[src/rtl/dayclock_pkg.sv]
package dayclock_pkg;

  localparam int ADDR_W = 4;

  typedef enum logic [ADDR_W-1:0] {
    RA_DAY   = 4'd0,
    RA_TLO   = 4'd1,
    RA_THI   = 4'd2,
    RA_ADAY  = 4'd3,
    RA_ALO   = 4'd4,
    RA_AHI   = 4'd5,
    RA_MASK  = 4'd6,
    RA_STAT  = 4'd7
  } reg_addr_e;

  localparam int NUM_SRC  = 2;
  localparam int SRC_ALRM = 0;
  localparam int SRC_UPD  = 1;

endpackage

[src/rtl/dayclock_tod.sv]
module dayclock_tod #(
  parameter int DAY_W = 15,
  parameter int LO_W  = 8,
  parameter int HI_W  = 9,
  parameter int SECS  = 86400
) (
  input  logic             clk,
  input  logic             rst_n,
  input  logic             tick,
  input  logic             wr_day,
  input  logic             wr_lo,
  input  logic             wr_hi,
  input  logic [DAY_W-1:0] wdata_day,
  input  logic [LO_W-1:0]  wdata_lo,
  input  logic [HI_W-1:0]  wdata_hi,
  output logic [DAY_W-1:0] day_q,
  output logic [LO_W-1:0]  lo_q,
  output logic [HI_W-1:0]  hi_q,
  output logic             step_evt,
  output logic [DAY_W-1:0] nxt_day,
  output logic [LO_W-1:0]  nxt_lo,
  output logic [HI_W-1:0]  nxt_hi
);

  localparam int TOD_W = LO_W + HI_W;
  localparam logic [TOD_W-1:0] LAST_TOD = TOD_W'(SECS - 1);

  // end of day reached (also covers out-of-range programmed values)
  function automatic logic day_end(input logic [HI_W-1:0] h, input logic [LO_W-1:0] l);
    return {h, l} >= LAST_TOD;
  endfunction

  function automatic logic [LO_W-1:0] lo_step(input logic [HI_W-1:0] h, input logic [LO_W-1:0] l);
    return day_end(h, l) ? '0 : l + 1'b1;
  endfunction

  // high part moves only on a low-byte carry or a day wrap
  function automatic logic [HI_W-1:0] hi_step(input logic [HI_W-1:0] h, input logic [LO_W-1:0] l);
    if (day_end(h, l)) return '0;
    else if (&l)       return h + 1'b1;
    else               return h;
  endfunction

  function automatic logic [DAY_W-1:0] day_step(input logic [DAY_W-1:0] d,
                                                input logic [HI_W-1:0] h,
                                                input logic [LO_W-1:0] l);
    return day_end(h, l) ? d + 1'b1 : d;
  endfunction

  logic wr_any;
  logic wrap_now;
  logic lo_carry;

  assign wr_any   = wr_day | wr_lo | wr_hi;
  assign step_evt = tick & ~wr_any;
  assign wrap_now = day_end(hi_q, lo_q);
  assign lo_carry = &lo_q;

  assign nxt_lo  = lo_step(hi_q, lo_q);
  assign nxt_hi  = hi_step(hi_q, lo_q);
  assign nxt_day = day_step(day_q, hi_q, lo_q);

  always_ff @(posedge clk) begin
    if (!rst_n) begin
      day_q <= '0;
      lo_q  <= '0;
      hi_q  <= '0;
    end else if (step_evt) begin
      day_q <= nxt_day;
      lo_q  <= nxt_lo;
      hi_q  <= nxt_hi;
    end else begin
      if (wr_day) day_q <= wdata_day;
      if (wr_lo)  lo_q  <= wdata_lo;
      if (wr_hi)  hi_q  <= wdata_hi;
    end
  end

  // single step within the day
  p_step_r2: assert property (@(posedge clk) disable iff (!rst_n)
    (step_evt && !wrap_now) |=> ({hi_q, lo_q} == $past({hi_q, lo_q}) + 1'b1) && $stable(day_q));

  // end of day returns to zero and carries into the day count
  p_wrap_r3: assert property (@(posedge clk) disable iff (!rst_n)
    (step_evt && wrap_now) |=> ({hi_q, lo_q} == '0) && (day_q == DAY_W'($past(day_q) + 1'b1)));

  // high part changes without a write only on carry or wrap
  p_hi_carry_r5: assert property (@(posedge clk) disable iff (!rst_n)
    (!$past(wr_any) && (hi_q != $past(hi_q))) |-> ($past(lo_carry) || $past(wrap_now)));

  // nothing moves without a tick or a write
  p_hold_r11: assert property (@(posedge clk) disable iff (!rst_n)
    (!tick && !wr_any) |=> $stable(day_q) && $stable(lo_q) && $stable(hi_q));

  // a colliding write wins over the tick
  p_wr_wins_r6: assert property (@(posedge clk) disable iff (!rst_n)
    (tick && wr_lo) |=> lo_q == $past(wdata_lo));

endmodule

[src/rtl/dayclock_alarm.sv]
module dayclock_alarm #(
  parameter int DAY_W = 15,
  parameter int LO_W  = 8,
  parameter int HI_W  = 9
) (
  input  logic             clk,
  input  logic             rst_n,
  input  logic             wr_aday,
  input  logic             wr_alo,
  input  logic             wr_ahi,
  input  logic [DAY_W-1:0] wdata_day,
  input  logic [LO_W-1:0]  wdata_lo,
  input  logic [HI_W-1:0]  wdata_hi,
  input  logic             step_evt,
  input  logic [DAY_W-1:0] cmp_day,
  input  logic [LO_W-1:0]  cmp_lo,
  input  logic [HI_W-1:0]  cmp_hi,
  output logic [DAY_W-1:0] a_day,
  output logic [LO_W-1:0]  a_lo,
  output logic [HI_W-1:0]  a_hi,
  output logic             hit_evt
);

  function automatic logic same_time(input logic [DAY_W-1:0] d0, input logic [HI_W-1:0] h0,
                                     input logic [LO_W-1:0] l0, input logic [DAY_W-1:0] d1,
                                     input logic [HI_W-1:0] h1, input logic [LO_W-1:0] l1);
    return (d0 == d1) && (h0 == h1) && (l0 == l1);
  endfunction

  logic match_nxt;

  assign match_nxt = same_time(cmp_day, cmp_hi, cmp_lo, a_day, a_hi, a_lo);
  // compare only the value a tick is about to load
  assign hit_evt   = step_evt & match_nxt;

  always_ff @(posedge clk) begin
    if (!rst_n) begin
      a_day <= '0;
      a_lo  <= '0;
      a_hi  <= '0;
    end else begin
      if (wr_aday) a_day <= wdata_day;
      if (wr_alo)  a_lo  <= wdata_lo;
      if (wr_ahi)  a_hi  <= wdata_hi;
    end
  end

  // alarm fields change only through their own writes
  p_alarm_hold_r4: assert property (@(posedge clk) disable iff (!rst_n)
    !(wr_aday || wr_alo || wr_ahi) |=> $stable(a_day) && $stable(a_lo) && $stable(a_hi));

endmodule

[src/rtl/dayclock_irq.sv]
module dayclock_irq #(
  parameter int NSRC = 2
) (
  input  logic            clk,
  input  logic            rst_n,
  input  logic [NSRC-1:0] evt,
  input  logic            wr_mask,
  input  logic            wr_clr,
  input  logic [NSRC-1:0] wdata,
  output logic [NSRC-1:0] status,
  output logic [NSRC-1:0] mask,
  output logic [NSRC-1:0] irq
);

  for (genvar i = 0; i < NSRC; i++) begin : g_src
    logic clr_hit;
    assign clr_hit = wr_clr & wdata[i];

    always_ff @(posedge clk) begin
      if (!rst_n) begin
        status[i] <= 1'b0;
        mask[i]   <= 1'b0;
      end else begin
        if (evt[i])       status[i] <= 1'b1;
        else if (clr_hit) status[i] <= 1'b0;
        if (wr_mask)      mask[i]   <= wdata[i];
      end
    end

    assign irq[i] = status[i] & mask[i];

    // write-one clear when no event collides
    p_w1c_r9: assert property (@(posedge clk) disable iff (!rst_n)
      (clr_hit && !evt[i]) |=> !status[i]);

    // an event beats a clear
    p_set_wins_r9: assert property (@(posedge clk) disable iff (!rst_n)
      evt[i] |=> status[i]);

    // sticky until cleared
    p_sticky_r9: assert property (@(posedge clk) disable iff (!rst_n)
      (status[i] && !clr_hit) |=> status[i]);
  end

endmodule

[src/rtl/dayclock_core.sv]
module dayclock_core
  import dayclock_pkg::*;
#(
  parameter int DAY_W  = 15,
  parameter int LO_W   = 8,
  parameter int HI_W   = 9,
  parameter int SECS   = 86400,
  parameter int DATA_W = 16
) (
  input  logic              clk,
  input  logic              rst_n,
  input  logic              tick_1hz,
  input  logic [ADDR_W-1:0] reg_addr,
  input  logic              reg_we,
  input  logic [DATA_W-1:0] reg_wdata,
  output logic [DATA_W-1:0] reg_rdata,
  output logic              irq_alarm,
  output logic              irq_update
);

  logic wr_day, wr_lo, wr_hi, wr_aday, wr_alo, wr_ahi, wr_mask, wr_clr;

  assign wr_day  = reg_we && (reg_addr == RA_DAY);
  assign wr_lo   = reg_we && (reg_addr == RA_TLO);
  assign wr_hi   = reg_we && (reg_addr == RA_THI);
  assign wr_aday = reg_we && (reg_addr == RA_ADAY);
  assign wr_alo  = reg_we && (reg_addr == RA_ALO);
  assign wr_ahi  = reg_we && (reg_addr == RA_AHI);
  assign wr_mask = reg_we && (reg_addr == RA_MASK);
  assign wr_clr  = reg_we && (reg_addr == RA_STAT);

  logic unused_wbits;
  assign unused_wbits = ^reg_wdata;

  logic [DAY_W-1:0] day_q, nxt_day, a_day;
  logic [LO_W-1:0]  lo_q, nxt_lo, a_lo;
  logic [HI_W-1:0]  hi_q, nxt_hi, a_hi;
  logic             step_evt, hit_evt;
  logic [NUM_SRC-1:0] evt, status, mask, irq;

  dayclock_tod #(.DAY_W(DAY_W), .LO_W(LO_W), .HI_W(HI_W), .SECS(SECS)) u_tod (
    .clk       (clk),
    .rst_n     (rst_n),
    .tick      (tick_1hz),
    .wr_day    (wr_day),
    .wr_lo     (wr_lo),
    .wr_hi     (wr_hi),
    .wdata_day (reg_wdata[DAY_W-1:0]),
    .wdata_lo  (reg_wdata[LO_W-1:0]),
    .wdata_hi  (reg_wdata[HI_W-1:0]),
    .day_q     (day_q),
    .lo_q      (lo_q),
    .hi_q      (hi_q),
    .step_evt  (step_evt),
    .nxt_day   (nxt_day),
    .nxt_lo    (nxt_lo),
    .nxt_hi    (nxt_hi)
  );

  dayclock_alarm #(.DAY_W(DAY_W), .LO_W(LO_W), .HI_W(HI_W)) u_alarm (
    .clk       (clk),
    .rst_n     (rst_n),
    .wr_aday   (wr_aday),
    .wr_alo    (wr_alo),
    .wr_ahi    (wr_ahi),
    .wdata_day (reg_wdata[DAY_W-1:0]),
    .wdata_lo  (reg_wdata[LO_W-1:0]),
    .wdata_hi  (reg_wdata[HI_W-1:0]),
    .step_evt  (step_evt),
    .cmp_day   (nxt_day),
    .cmp_lo    (nxt_lo),
    .cmp_hi    (nxt_hi),
    .a_day     (a_day),
    .a_lo      (a_lo),
    .a_hi      (a_hi),
    .hit_evt   (hit_evt)
  );

  always_comb begin
    evt           = '0;
    evt[SRC_ALRM] = hit_evt;
    evt[SRC_UPD]  = tick_1hz;
  end

  dayclock_irq #(.NSRC(NUM_SRC)) u_irq (
    .clk     (clk),
    .rst_n   (rst_n),
    .evt     (evt),
    .wr_mask (wr_mask),
    .wr_clr  (wr_clr),
    .wdata   (reg_wdata[NUM_SRC-1:0]),
    .status  (status),
    .mask    (mask),
    .irq     (irq)
  );

  assign irq_alarm  = irq[SRC_ALRM];
  assign irq_update = irq[SRC_UPD];

  always_comb begin
    reg_rdata = '0;
    case (reg_addr)
      RA_DAY:  reg_rdata[DAY_W-1:0]   = day_q;
      RA_TLO:  reg_rdata[LO_W-1:0]    = lo_q;
      RA_THI:  reg_rdata[HI_W-1:0]    = hi_q;
      RA_ADAY: reg_rdata[DAY_W-1:0]   = a_day;
      RA_ALO:  reg_rdata[LO_W-1:0]    = a_lo;
      RA_AHI:  reg_rdata[HI_W-1:0]    = a_hi;
      RA_MASK: reg_rdata[NUM_SRC-1:0] = mask;
      RA_STAT: reg_rdata[NUM_SRC-1:0] = status;
      default: reg_rdata = '0;
    endcase
  end

  // alarm status rises only after a tick
  p_alarm_on_tick_r7: assert property (@(posedge clk) disable iff (!rst_n)
    $rose(status[SRC_ALRM]) |-> $past(tick_1hz));

  // alarm status rises onto a time equal to the alarm
  p_alarm_match_r7: assert property (@(posedge clk) disable iff (!rst_n)
    ($rose(status[SRC_ALRM]) && !$past(wr_aday || wr_alo || wr_ahi))
      |-> (day_q == a_day) && (lo_q == a_lo) && (hi_q == a_hi));

  // update status follows every tick
  p_update_r8: assert property (@(posedge clk) disable iff (!rst_n)
    tick_1hz |=> status[SRC_UPD]);

  // a request needs its mask bit
  p_masked_r10: assert property (@(posedge clk) disable iff (!rst_n)
    !mask[SRC_UPD] |-> !irq_update);

endmodule

[config.mk]
export PLATFORM = sky130hd
export DESIGN_NAME = dayclock_core
export DESIGN_NICKNAME = d
export VERILOG_FILES = /design/src/rtl/dayclock_pkg.sv /design/src/rtl/dayclock_tod.sv /design/src/rtl/dayclock_alarm.sv /design/src/rtl/dayclock_irq.sv /design/src/rtl/dayclock_core.sv
export SDC_FILE = /design/constraint.sdc
export NUM_CORES = 1
export LEC_CHECK = 0
export BUFFER_PORTS_ARGS = -buffer_cell sky130_fd_sc_hd__buf_2
export CAP_MARGIN = 30
export CORE_UTILIZATION = 45
export CTS_CLUSTER_SIZE = 8
export DETAILED_ROUTE_END_ITERATION = 8
export GPL_ROUTABILITY_DRIVEN = 0
export PLACE_DENSITY = 0.64
export SLEW_MARGIN = 20
export SYNTH_ARGS = -nofsm -noshare
export SYNTH_HDL_FRONTEND = slang
export SYNTH_HIERARCHICAL = 1
export SYNTH_SLANG_ARGS = --single-unit
[constraint.sdc]
create_clock -name clk -period 2.93 [get_ports clk]
set_input_delay 0.7325 -clock clk [delete_from_list [all_inputs] [get_ports clk]]
set_output_delay 0.7325 -clock clk [all_outputs]
set_load 0.005 [all_outputs]
==> results of run 1 <==
power by group through the flow:
stage          combinational [uW]  clock [uW]  sequential (uW)
2_1_floorplan                 217           0              999
3_3_place_gp                  352           0             1000
3_5_place_dp                  361           0             1000
4_1_cts                       369        1130              983
5_1_grt                       404        1170              989
6_report                      384        1130              985
sequential cells by signal (all words and copies together), names as in the netlist:
register and flops:
u_tod/hi_q 9, u_irq/mask 2, u_tod/day_q 15, u_irq/status 2, u_alarm/a_lo 8, u_alarm/a_hi 9, u_alarm/a_day 15, u_tod/lo_q 8
routing by layer:
metal	GRT usage	part of all wire
met3	0.0568	0.085
met5	0	0
met2	0.513	0.46
met4	0.131	0.032
met1	0.419	0.42
cell usage after synthesis, types with 7 or more instances:
library cell   n
a21oi_1       21
a22o_1        10
and2_1         7
and3_1        13
buf_2         18
clkbuf_1      19
dfxtp_1       68
inv_1         11
mux2i_1       39
nand2_1       42
nand3_1       31
nor2_1        45
nor2b_1       37
nor3_1        11
nor4_1        14
o2111ai_1     12
o211ai_1       9
o21ai_0       17
o22ai_1       13
o31ai_1        8
xnor2_1       20
xor2_1        40
stage by stage:
| step | power [uW] | util | hold WS, ns | std cells | TNS (ns) |
|---|---|---|---|---|---|
| after floorplan | 1220 | - | 0.490 | 625 | 0 |
| after global routing | 2560 | 0.580 | 0.588 | 861 | -0.207 |
| final | 2500 | 0.580 | 0.551 | 861 | -0.0357 |
| after CTS | 2480 | 0.568 | 0.551 | 854 | 0 |
| after detailed placement | 1360 | 0.537 | 0.543 | 838 | -0.168 |
| after global placement | 1350 | 0.537 | 0.535 | 838 | -0.0212 |
what timing repair did:
action,CTS,global route
pin swaps,5,15
setup endpoints to repair,1,5
resized for setup,8,19
setup buffers,0,7
cells in the final DEF, fill, tap and decap left out, types with 9 or more instances in the layout:
cell,netlist,layout
clkbuf_16,0,9
xnor2_1,20,19
mux2i_1,39,39
and3_1,13,13
xor2_1,40,40
nor2b_1,37,37
nor3_1,11,11
o2111ai_1,12,11
nor2_1,45,45
inv_1,11,11
o21ai_0,17,16
nor4_1,14,12
a22o_1,10,10
nand2_1,42,42
dfxtp_1,68,63
buf_2,18,39
a21oi_1,21,21
o211ai_1,9,9
o22ai_1,13,13
buf_4,6,80
nand3_1,31,31
worst register-to-register path: cells and delay by family, from the launching register on:
family	cells	cell delay [ns]
adder cells (fa/ha/maj)	1	0.15
AO/OA/AOI/OAI	3	0.69
flip-flops	1	0.36
buffers and inverters	3	0.33
XOR/XNOR	2	0.34
AND/OR/NAND/NOR	5	1.02
cell families (layout without fill, tap and decap cells):
group	count (synthesis)	in the layout
flops	68	68
xor+xnor	60	60
mux	44	44
buf+inv	60	156
fa+ha+maj	4	4
compound gates	142	142
other cells	1	1
simple gates	246	246
area by class of cell:
class	count	area, sq um	share of cell area
clock buffer	9	225	0.0353
clock inverter	7	75.1	0.0118
inverter	12	50.0	0.00786
multi-input combinational	497	3550	0.557
sequential	68	1370	0.215
tap	140	175	0.0275
timing repair buffer	128	927	0.146
path summary, 6_finish.rpt:
kind	to	cells past startpoint	slack (ns)
worst min register to register	u_irq/mask[1]	2	0.55
worst max-delay path	u_irq/status[0]	14	-0.04
worst max register to register	u_irq/status[0]	14	-0.04
worst min-delay path	u_irq/mask[1]	2	0.55
==> run metrics, run 1 <==
clock latency on the worst-skew pair=0.35 ns; Synth top area share=0.266; asr flop ratio synth=0; CP Launch Type=flip-flop; die extent in y=109 um; Mapped Cells=625; post-route cell area=6370 sq um; WS Path Type=flip-flop to flip-flop; port bufs=39; Via density=6.30; drt wl/cell=21.5 um; Starting Density=0.467; Synth Area in Compound Gates=0.204; share of layout cells above drive strength 1=0.252; Synth Area in XOR/XNOR=0.103; hold buffer count at CTS=0; max_cap viols=0; Final Slew Violations=0; Primary FF master, synth=dfxtp_1; Root Driver=clkbuf_16; Area Growth Syn to Fin=24.3%; vias in the first global route=5068; grt ovf=0; Slowest Stage Delay on Critical Path=0.39 ns; largest net degree at the start of global routing=35; Worst Hold Class=flip-flop to flip-flop; FF+latch count, synth=68; Switching Fraction=0.292; Internal=1770 uW; Top-Level Pins=42; Max Clock Freq=337 MHz; worst vdd ir=0.503 mV; warnings from Yosys=6; worst endpoint required time=3.20 ns; core area=11000 sq um; Final Net Count=744; cell area after synthesis=5120 sq um; area post-placement=5900 sq um; crit-path leading delay family=simple AND/OR/NAND/NOR gates; clk slew on worst S/H paths=0.06 ns; Fillers=1005; Seq pwr share=0.395; Worst Tran Pin Value=0.617 ns; register area share after synthesis=0.266; DRT iter0 DRCs=598; EDFF count, synth=0; Worst EP arrival=3.23 ns; Max Clock Skew=0.00635 ns; H-Tree Depth=3; via count=5422; Period minus WS final=2.97 ns; initial antenna violation count=0; Avg Cell Area, Syn=8.20 sq um; Worst path slowest cell=o31a_1; Hold Vio Cnt, Final=0; CTS tree=built; Post-Synth Adder-Cell Area=0.00977; DRT Wirelength=18500 um; simple-gate share of the synthesized area=0.269; Overall Global Routing Usage=0.319; fin worst setup slack=-0.0357 ns; synth top area cells=dfxtp_1 27%, mux2i_1 7.6%, xor2_1 6.8%; worst setup path startpoint=u_tod/lo_q[1]; Max-slew headroom=0.588; unrepaired setup endpoints after global routing=true; largest family of logic cells by synthesized area=simple AND/OR/NAND/NOR gates; DRC viols=0; crit-path cells=ha_4 -> nand4_4 -> o31a_1 -> nor2_4 -> buf_8 -> buf_6 -> o2111ai_4 -> xnor2_1 -> xor2_1 -> nor4_2 -> nand3_1 -> nor3_2 -> inv_1 -> a31oi_1; failing checks=setup timing; mux cell area share after synthesis=0.0901; critical-path maximum fanout=7; CTS max path bufs=2; status=finished, violations left; R2R Path Start=u_tod/lo_q[1]; post-DP HPWL=13500 um; worst path bufs/invs=3; first-pass GRT wire length=28200 um; Synth cell types=80; HP Start=u_irq/mask[1]; Final Cycle Share=1.01; Post-DRT Antenna Nets=0; Psw=728 uW; Mapped Nets=653; crit end category=flip-flop; Clock Power Share=0.452; Std-Cell Rows=38; worst slack at placement=-0.168 ns; ant diodes=0; Die X=109 um; drt first pass iters=6; die area=11800 sq um; combinational share of power=0.154; Lkg Pwr=0.00265 uW; Setup Viol. Count Final=1; Sink Count=68; Power Density=392 nW/um^2; cts bufs inserted=9; Yosys top cell by area=dfxtp_1
(Power assumes the default switching activity.)
==> inputs of run 2 (changes only) <==
--- a/config.mk
+++ b/config.mk
@@ -5,6 +5,7 @@
 export SDC_FILE = /design/constraint.sdc
 export NUM_CORES = 1
 export LEC_CHECK = 0
+export ABC_AREA = 1
 export BUFFER_PORTS_ARGS = -buffer_cell sky130_fd_sc_hd__buf_2
 export CAP_MARGIN = 30
 export CORE_UTILIZATION = 45
==> run 2 against run 1 <==
Effect of this change: the flow now finishes without violations; worst setup slack better by 0.26 ns; count of clock-buffer cells in the layout unchanged; first-iteration DRC count decreased by 15%; clock skew is 0.0029 ns higher.
==> run metrics, run 2 <==
crit-path cells=ha_1 -> nand2_1 -> nor2_2 -> nand3_2 -> inv_2 -> nand2_4 -> nand3_4 -> inv_2 -> nand2_1 -> and2_1 -> inv_1 -> nand2_1 -> nand2_1 -> nor2_1 -> nand2_1 -> nor2_1 -> nand3_1 -> nor2_1 -> inv_1 -> a21oi_1; Avg Cell Area, Syn=5.86 sq um (-28%); unrepaired setup endpoints after global routing=false; grt ovf=0 (unchanged); largest net degree at the start of global routing=36 (+2.9%); Post-Synth Adder-Cell Area=0.00962 (-0.000153); die area=12000 sq um (+1.6%); commonest non-fill, non-tap cell in the layout=nand2_1; Synth top area share=0.262 (-0.00415); Mapped Nets=916 (+40%); Sink Count=68 (unchanged); vias in the first global route=5150 (+1.6%); register area share after synthesis=0.262 (-0.00415); Hold Vio Cnt, Final=0 (unchanged); met1 GRT Util=0.411 (-0.00796); DRC viols=0 (unchanged); Clock Power Share=0.466 (+0.014); Max Clock Skew=0.00925 ns (+0.00290 ns); Std-Cell Rows=38 (unchanged); asr flop ratio synth=0 (unchanged); largest family of logic cells by synthesized area=simple AND/OR/NAND/NOR gates; FF+latch count, synth=68 (unchanged); Power Density=416 nW/um^2 (+6.2%); first-pass GRT wire length=27800 um (-1.5%); Root Driver=clkbuf_16; worst endpoint required time=3.21 ns (about the same); Sum Neg Setup Slack=0 ns (+0.0357 ns); max_cap viols=0 (unchanged); Mapped Cells=888 (+42%); Seq pwr share=0.396 (about the same); R2R setup slack=0.22 ns (+0.26 ns); worst vdd ir=0.309 mV (-38%); mux cell area share after synthesis=0 (-0.0901); port bufs=39 (unchanged); Worst path slowest cell=dfxtp_1; Synth Area in Compound Gates=0.133 (-0.0712); Top Registers=u_alarm/a_day: 15 flops, u_tod/day_q: 15 flops; Critical Path Most Common Cell=nand2_1; hold buffer count at CTS=0 (unchanged); clock latency on the worst-skew pair=0.35 ns (about the same); status=complete, no violations; Die X=110 um (+0.78%); Area Growth Syn to Fin=14.7%; synth top area cells=dfxtp_1 26%, nand2_1 17%, nand3_1 10%; Synth Area in XOR/XNOR=0.0337 (-0.0689); WS Path Type=flip-flop to flip-flop; CTS tree=built; Via density=5.40 (-14%); post-route cell area=5970 sq um (-6.3%); Post-DRT Antenna Nets=0 (unchanged); Primary FF master, synth=dfxtp_1; Overall Global Routing Usage=0.318 (-0.000787); Worst EP arrival=2.99 ns (-0.24 ns); Top-Level Pins=42 (unchanged); most frequent cell after synthesis=nand2_1; Starting Density=0.472 (+0.00536); drt wl/cell=16.9 um (-22%); EDFF count, synth=0 (unchanged); Final Slew Violations=0 (unchanged); Non-Filler Instances=1080 (+25%); commonest cells after routing, fill and taps aside=234 x nand2_1, 112 x nor2_1, 105 x nand3_1; cts bufs inserted=9 (unchanged); Fillers=1193 (+19%); core area=11000 sq um (+0.43%); WHS=0.481 ns (-0.0697 ns); cell area after synthesis=5200 sq um (+1.6%); gr busiest metal=met2; ant diodes=0 (unchanged); die extent in y=110 um (+0.78%); drt first pass iters=6 (unchanged); Worst Hold Class=flip-flop to flip-flop; post-DP HPWL=13200 um (-2.5%); Final Cycle Share=0.925 (-0.0871); CTS max path bufs=2 (unchanged); critical-path maximum fanout=9 (+2); Max Clock Freq=369 MHz (+9.4%); Placed Cells=1062 (+27%); Slowest Stage Delay on Critical Path=0.42 ns (+0.03 ns); Internal=1740 uW (-1.8%); Psw=749 uW (+2.8%); DRT iter0 DRCs=508 (-15%); crit end category=flip-flop; initial antenna violation count=0 (unchanged); Setup Viol. Count Final=0 (-1); combinational share of power=0.138 (-0.016); H-Tree Depth=3 (unchanged); routing usage on met3=0.0486 (-0.00818); share of layout cells above drive strength 1=0.157 (-0.0950); Final Net Count=963 (+29%); warnings from Yosys=6 (unchanged); Post-synth top cells=234 x nand2_1, 113 x nor2_1, 105 x nand3_1, 93 x inv_1, 68 x dfxtp_1; Synth cell types=39 (-51%); Yosys top cell by area=dfxtp_1; M2 GR Usage=0.509 (-0.00368); DRT Wirelength=18200 um (-1.7%); Lkg Pwr=0.00266 uW (+0.40%); clk slew on worst S/H paths=0.06 ns (about the same); Switching Fraction=0.301 (+0.00955); CP Launch Type=flip-flop; via count=5829 (+7.5%); simple-gate share of the synthesized area=0.444 (+0.175); area post-placement=5640 sq um (-4.5%); Period minus WS final=2.71 ns (-0.255 ns)
run 2: layout make-up:
| class | instances | area, sq um | share of cell area |
|---|---|---|---|
| Clock buffer | 9 | 225 | 0.0377 |
| Clock inverter | 7 | 82.6 | 0.0138 |
| Inverter | 111 | 417 | 0.0698 |
| Multi-Input combinational cell | 674 | 3240 | 0.542 |
| Sequential cell | 68 | 1360 | 0.228 |
| Tap cell | 140 | 175 | 0.0293 |
| Timing Repair Buffer | 71 | 473 | 0.0792 |
run 2: cell families (layout without fill, tap and decap cells):
logic type      Yosys count  in the layout
compound gates          132            132
xor+xnor                 20             20
fa+ha+maj                 4              4
buf+inv                 146            198
flops                    68             68
other cells               1              1
simple gates            517            517
run 2: final timing paths:
check                    endpoint            start  cells past startpoint
hold reg to reg   u_irq/status[1]  u_irq/status[1]                      2
setup / recovery  u_irq/status[0]    u_tod/lo_q[0]                     20
hold / removal    u_irq/status[1]  u_irq/status[1]                      2
setup reg to reg  u_irq/status[0]    u_tod/lo_q[0]                     20
run 2: stage by stage:
step	total power, uW	util	worst slack [ns]
global route	2570	0.541	0.0599
detailed placement	1340	0.511	0.186
CTS	2490	0.539	0.170
finish	2490	0.541	0.220
floorplan	1210	-	0.272
global placement	1340	0.511	0.204
run 2: power groups by stage:
stage | combinational, uW | clock, uW | sequential (uW)
2_1_floorplan | 215 | 0 | 994
3_3_place_gp | 336 | 0 | 1000
3_5_place_dp | 336 | 0 | 1000
4_1_cts | 338 | 1170 | 983
5_1_grt | 378 | 1210 | 988
6_report | 344 | 1160 | 984
run 2: repair_timing:
item	CTS	global route
endpoints found under the setup margin	0	1
endpoints found under the hold margin	0	0
buffers inserted	0	2
gates resized for setup	0	0
run 2: critical path: cells and delay by family, from the launching register on:
kind / cells / cell delay (ns)
AO/OA/AOI/OAI: 1 / 0.12
adder cells (fa/ha/maj): 1 / 0.20
AND/OR/NAND/NOR: 14 / 1.57
flip-flops: 1 / 0.42
buffers and inverters: 4 / 0.33
run 2: routing by layer:
metal | up-vias | part of all wire | routed length [um]
li1 | 2933 | - | -
met1 | 2613 | 0.44 | 8050
met2 | 241 | 0.45 | 8170
met3 | 42 | 0.069 | 1260
met4 | 0 | 0.040 | 727
met5 | - | 0 | 0
